`src/rtl/bra_pkg.sv`:
```
package bra_pkg;
  typedef enum logic {ST_IDLE, ST_BUSY} bra_state_e;
endpackage

```
`src/rtl/bra_rr_pick.sv`:
```
module bra_rr_pick #(
  parameter int unsigned N_REQ = 4,
  parameter int unsigned IDX_W = $clog2(N_REQ)
) (
  input  logic [N_REQ-1:0] req_i,
  input  logic [IDX_W-1:0] ptr_i,
  output logic [N_REQ-1:0] gnt_o,
  output logic [IDX_W-1:0] idx_o,
  output logic             any_o
);
  // search starts at ptr_i, wraps around
  always_comb begin
    int unsigned j;
    gnt_o = '0;
    idx_o = '0;
    any_o = 1'b0;
    for (int unsigned k = 0; k < N_REQ; k++) begin
      j = (int'(ptr_i) + k) % N_REQ;
      if (!any_o && req_i[j]) begin
        any_o    = 1'b1;
        gnt_o[j] = 1'b1;
        idx_o    = IDX_W'(j);
      end
    end
  end
endmodule

```
`src/rtl/bra_prio_pick.sv`:
```
module bra_prio_pick #(
  parameter int unsigned            N_REQ = 4,
  parameter int unsigned            IDX_W = $clog2(N_REQ),
  parameter logic [N_REQ*IDX_W-1:0] ORDER = 8'b10_01_00_11
) (
  input  logic [N_REQ-1:0] req_i,
  output logic [N_REQ-1:0] gnt_o,
  output logic [IDX_W-1:0] idx_o,
  output logic             any_o
);
  // rank 0 in the low field of ORDER is highest priority
  logic [IDX_W-1:0] rank_idx [N_REQ];

  for (genvar r = 0; r < N_REQ; r++) begin : g_rank
    assign rank_idx[r] = ORDER[r*IDX_W +: IDX_W];
  end

  always_comb begin
    gnt_o = '0;
    idx_o = '0;
    any_o = 1'b0;
    for (int unsigned r = 0; r < N_REQ; r++) begin
      if (!any_o && req_i[rank_idx[r]]) begin
        any_o              = 1'b1;
        gnt_o[rank_idx[r]] = 1'b1;
        idx_o              = rank_idx[r];
      end
    end
  end
endmodule

```
`src/rtl/buf_rd_arbiter.sv`:
```
module buf_rd_arbiter #(
  parameter int unsigned              N_REQ   = 4,
  parameter int unsigned              DMA_IDX = 2,
  parameter logic [N_REQ*$clog2(N_REQ)-1:0] ORDER = 8'b10_01_00_11
) (
  input  logic             clk_i,
  input  logic             rst_ni,
  input  logic [N_REQ-1:0] req_i,
  input  logic             done_i,
  input  logic             rr_mode_i,
  input  logic             fifo_aempty_i,
  output logic [N_REQ-1:0] gnt_o
);
  import bra_pkg::*;

  localparam int unsigned IDX_W = $clog2(N_REQ);
  localparam logic [N_REQ-1:0] DMA_BIT = N_REQ'(1) << DMA_IDX;

  bra_state_e       st_q;
  logic [N_REQ-1:0] gnt_q;
  logic [IDX_W-1:0] ptr_q;

  logic [N_REQ-1:0] elig;
  logic [N_REQ-1:0] rr_gnt, pr_gnt, pick_gnt;
  logic [IDX_W-1:0] rr_idx, pr_idx, pick_idx;
  logic             rr_any, pr_any, pick_any;

  // DMA hold-off only in round-robin mode
  assign elig = req_i & ~((rr_mode_i && fifo_aempty_i) ? DMA_BIT : '0);

  bra_rr_pick #(.N_REQ(N_REQ), .IDX_W(IDX_W)) u_rr (
    .req_i (elig),
    .ptr_i (ptr_q),
    .gnt_o (rr_gnt),
    .idx_o (rr_idx),
    .any_o (rr_any)
  );

  bra_prio_pick #(.N_REQ(N_REQ), .IDX_W(IDX_W), .ORDER(ORDER)) u_pr (
    .req_i (elig),
    .gnt_o (pr_gnt),
    .idx_o (pr_idx),
    .any_o (pr_any)
  );

  assign pick_gnt = rr_mode_i ? rr_gnt : pr_gnt;
  assign pick_idx = rr_mode_i ? rr_idx : pr_idx;
  assign pick_any = rr_mode_i ? rr_any : pr_any;

  always_ff @(posedge clk_i or negedge rst_ni) begin
    if (!rst_ni) begin
      st_q  <= ST_IDLE;
      gnt_q <= '0;
      ptr_q <= '0;
    end else begin
      unique case (st_q)
        ST_IDLE: if (pick_any) begin
          gnt_q <= pick_gnt;
          ptr_q <= (pick_idx == IDX_W'(N_REQ-1)) ? '0 : pick_idx + 1'b1;
          st_q  <= ST_BUSY;
        end
        ST_BUSY: if (done_i) begin
          gnt_q <= '0;
          st_q  <= ST_IDLE;
        end
        default: st_q <= ST_IDLE;
      endcase
    end
  end

  assign gnt_o = gnt_q;

  a_r1_onehot: assert property (@(posedge clk_i) disable iff (!rst_ni)
    $onehot0(gnt_o));
  a_r2_gnt_to_req: assert property (@(posedge clk_i) disable iff (!rst_ni)
    (gnt_o == '0) |=> ((gnt_o & ~$past(req_i)) == '0));
  a_r3_hold: assert property (@(posedge clk_i) disable iff (!rst_ni)
    (gnt_o != '0 && !done_i) |=> (gnt_o == $past(gnt_o)));
  a_r4_release: assert property (@(posedge clk_i) disable iff (!rst_ni)
    (gnt_o != '0 && done_i) |=> (gnt_o == '0));
  a_r7_dma_hold: assert property (@(posedge clk_i) disable iff (!rst_ni)
    (gnt_o == '0 && rr_mode_i && fifo_aempty_i) |=> !gnt_o[DMA_IDX]);
  a_r10_no_req: assert property (@(posedge clk_i) disable iff (!rst_ni)
    (gnt_o == '0 && req_i == '0) |=> (gnt_o == '0));
endmodule

```
`config.mk`:
```
export PLATFORM = sky130hd
export DESIGN_NAME = buf_rd_arbiter
export DESIGN_NICKNAME = d
export VERILOG_FILES = /design/src/rtl/bra_pkg.sv /design/src/rtl/bra_rr_pick.sv /design/src/rtl/bra_prio_pick.sv /design/src/rtl/buf_rd_arbiter.sv
export SDC_FILE = /design/constraint.sdc
export NUM_CORES = 1
export LEC_CHECK = 0
export ABC_CLOCK_PERIOD_IN_PS = 2570
export BUFFER_PORTS_ARGS = -buffer_cell sky130_fd_sc_hd__buf_2
export CAP_MARGIN = 20
export CORE_MARGIN = 4
export CORE_UTILIZATION = 40
export CTS_CLUSTER_SIZE = 24
export DETAILED_ROUTE_END_ITERATION = 12
export PLACE_DENSITY = 0.6
export REMOVE_ABC_BUFFERS = 1
export SKIP_CTS_REPAIR_TIMING = 1
export SYNTH_ARGS = -nofsm -noshare
export SYNTH_HDL_FRONTEND = slang
export SYNTH_SLANG_ARGS = --single-unit
export TNS_END_PERCENT = 1
```
`constraint.sdc`:
```
create_clock -name clk_i -period 2.57 [get_ports clk_i]
set_clock_uncertainty 0.1 [all_clocks]
set_input_delay 0.1285 -clock clk_i [delete_from_list [all_inputs] [get_ports clk_i]]
set_output_delay 0.1285 -clock clk_i [all_outputs]
set_load 0.03 [all_outputs]
```
==> flow_summary.toml <==
[run_status]
status = "complete, no violations"

[logic_synthesis]
async_flop_share_pct = 100
yosysWarnings = 0
ys_ff_latch = 7
syn-cell-area_um2 = 825
yosysUniqueCellTypes = 38
synthFlopType = "dfrtp_1"
yosysSeqAreaShare_pct = 21.2
avgSynthCellArea_um2 = 8.68
synth-edff-count = 0
netlist_instances = 95

[sta]
final_hold_viol_count = 0
setup_viol = 0
fin_crit_sh_pct = 93.6
tightestPinTransition_ns = 0.465
slew_viol_final = 0
layout_setup_ws_ns = 0.164
holdWs_ns = 0.166
slew-limit-headroom_pct = 68.9
fin_crit_ns = 2.41
fmax_mhz = 416
grt_setup_unrepaired = "no"
tns_ns = 0

[worst_setup_path]
crit_cells = 7
crit_path_cell_trace = "inv_2 -> ha_1 -> mux4_2 -> nor2b_1 -> nand2_1 -> and4b_1 -> o32a_1"
path_buf_inv = 1
rr_worst_depth = 7
worst-endpoint-arrival_ns = 2.44
cp_max_fo = 8
worstPathRequired_ns = 2.60
cp-end-kind = "register"
cp-start-kind = "register"
crit_slowest_cell = "dfrtp_1"
path_delay_family = "simple AND/OR/NAND/NOR gates"
critical_path_class = "register to register"
max_stage_delay_ns = 0.41

[drt]
vias_per_cell = 5.98
drt_pass1_iterations = 4
vias = 825
antenna_left = 0
drcViolationCount = 0
drt_iter0_markers = 12
wl_um = 2120
wire_per_inst_um = 15.3

[final_layout]
areaGrowthSynthToFinish_pct = 16.7
drive_above_1_share_pct = 20.7
final_common_cell = "buf_2"
antenna_cells = 0
utilization_pct = 49.0
nNetsFinal = 129
design_area_um2 = 962
finalNonFillerCells = 138
final_cell_mix = "buf_2 (12), nand2_1 (11), ha_1 (8)"

[power_and_ir_drop]
clockPowerShare_pct = 12.5
p_leak_nw = 0.460
power.switching_uw = 369
pwr-share-seq_pct = 19.7
p_per_area_nw_per_um2 = 827
internal-power_uw = 427
swShare_pct = 46.3
ir_drop_uv = 410
finalPower_uw = 796
p_comb_share_pct = 67.8

[clock_network]
cts_tree = "yes"
cts.htree.levels = 1
clockBufferDepth = 2
insertion_delay_ns = 0.25
cts.sinks = 7
cts_root_buf = "clkbuf_4"
path_clk_slew_ns = 0.05
numCtsBuffers = 3

[placed_design]
dpl_cell_area_um2 = 916
dp.cells = 132
port_buffers = 12
dpl.hpwl_um = 1610
routabilityCongestion = 0.798
dp_slack_ns = 0.173

[floorplanning]
design.portCount = 13
fp.dieW_um = 53.4
fp.dieH_um = 53.4
rows = 16
coreArea_um2 = 1960
start_util_pct = 42.0
die_area_um2 = 2850

[global_route]
grt_pass1_vias = 714
met1_usage_pct = 20.9
antenna_found_initial = 0
track_usage_pct = 15.8
grt.busiest_layer = "met2"
grt_pass1_wl_um = 3280
grtUsageMet2_pct = 25.9
grt_overflow_total = 0
grt_use_met3_pct = 4.23
grt_max_degree = 15

[job]
drv_cap = 0

[hold_path]
hp-class = "primary input to async pin"
[Yosys cell counts (2+ instances only)]
cell | number | area share, %
nand2_1 | 11 | 5.0
ha_1 | 8 | 12
dfrtp_1 | 7 | 21
a221oi_1 | 5 | 5.3
inv_1 | 5 | 2.3
a21oi_1 | 4 | 2.4
a22oi_1 | 4 | 3.6
nor2_1 | 4 | 1.8
a21o_1 | 3 | 2.7
a32o_1 | 3 | 3.6
clkbuf_1 | 3 | 1.4
mux2i_1 | 3 | 3.6
nor3_1 | 3 | 1.8
o21ai_0 | 3 | 1.8
and3b_1 | 2 | 2.1
buf_2 | 2 | 1.2
mux4_2 | 2 | 5.5
nand4_1 | 2 | 1.5
o32a_1 | 2 | 2.4
[worst paths after layout]
check / start / slack [ns] / endpoint
worst min register to register: gnt_o[3]$_DFFE_PN0P_ / 0.37 / gnt_o[3]$_DFFE_PN0P_
min in group clk_i: req_i[2] / 0.19 / gnt_o[2]$_DFFE_PN0P_
worst max-delay path: ptr_q[0]$_DFFE_PN0P_ / 0.16 / ptr_q[1]$_DFFE_PN0P_
worst max register to register: ptr_q[0]$_DFFE_PN0P_ / 0.16 / ptr_q[1]$_DFFE_PN0P_
worst min-delay path: rst_ni / 0.17 / gnt_o[0]$_DFFE_PN0P_
max in group asynchronous: rst_ni / 2.05 / st_q$_DFF_PN0_
[cell families (layout without fill, tap and decap cells)]
group | count (synthesis) | in the layout | synth area share, %
buffers and inverters | 12 | 28 | 6.68
flip-flops | 7 | 7 | 21.2
multiplexers | 5 | 5 | 9.10
AO/OA/AOI/OAI | 33 | 33 | 31.4
adder cells (fa/ha/maj) | 8 | 8 | 12.1
AND/OR/NAND/NOR | 30 | 30 | 19.4
[cell type report]
type	count	area, um^2
clock buffer	4	26.3
timing repair buffer	18	110
sequential	7	175
inverter	6	22.5
multi-input combinational	76	594
fill	212	1000
tap	27	33.8
[power by group through the flow]
stage | registers, mW | logic, mW | clock network, mW
6_report | 0.157 | 0.540 | 0.0996
5_1_grt | 0.160 | 0.593 | 0.113
4_1_cts | 0.156 | 0.537 | 0.105
3_5_place_dp | 0.158 | 0.536 | 0
3_3_place_gp | 0.157 | 0.524 | 0
2_1_floorplan | 0.209 | 0.321 | 0
[routing by layer]
layer | vias to the layer above | share of wire [%]
li1 | 405 | -
met1 | 402 | 47
met2 | 18 | 49
met3 | 0 | 3.6
met4 | 0 | 0
met5 | - | 0
[flip-flops by register name (all words and copies together), names as in the netlist]
signal,flops
st_q,1
ptr_q,2
gnt_o,4
No activity file was read; power rests on OpenSTA's default activity.
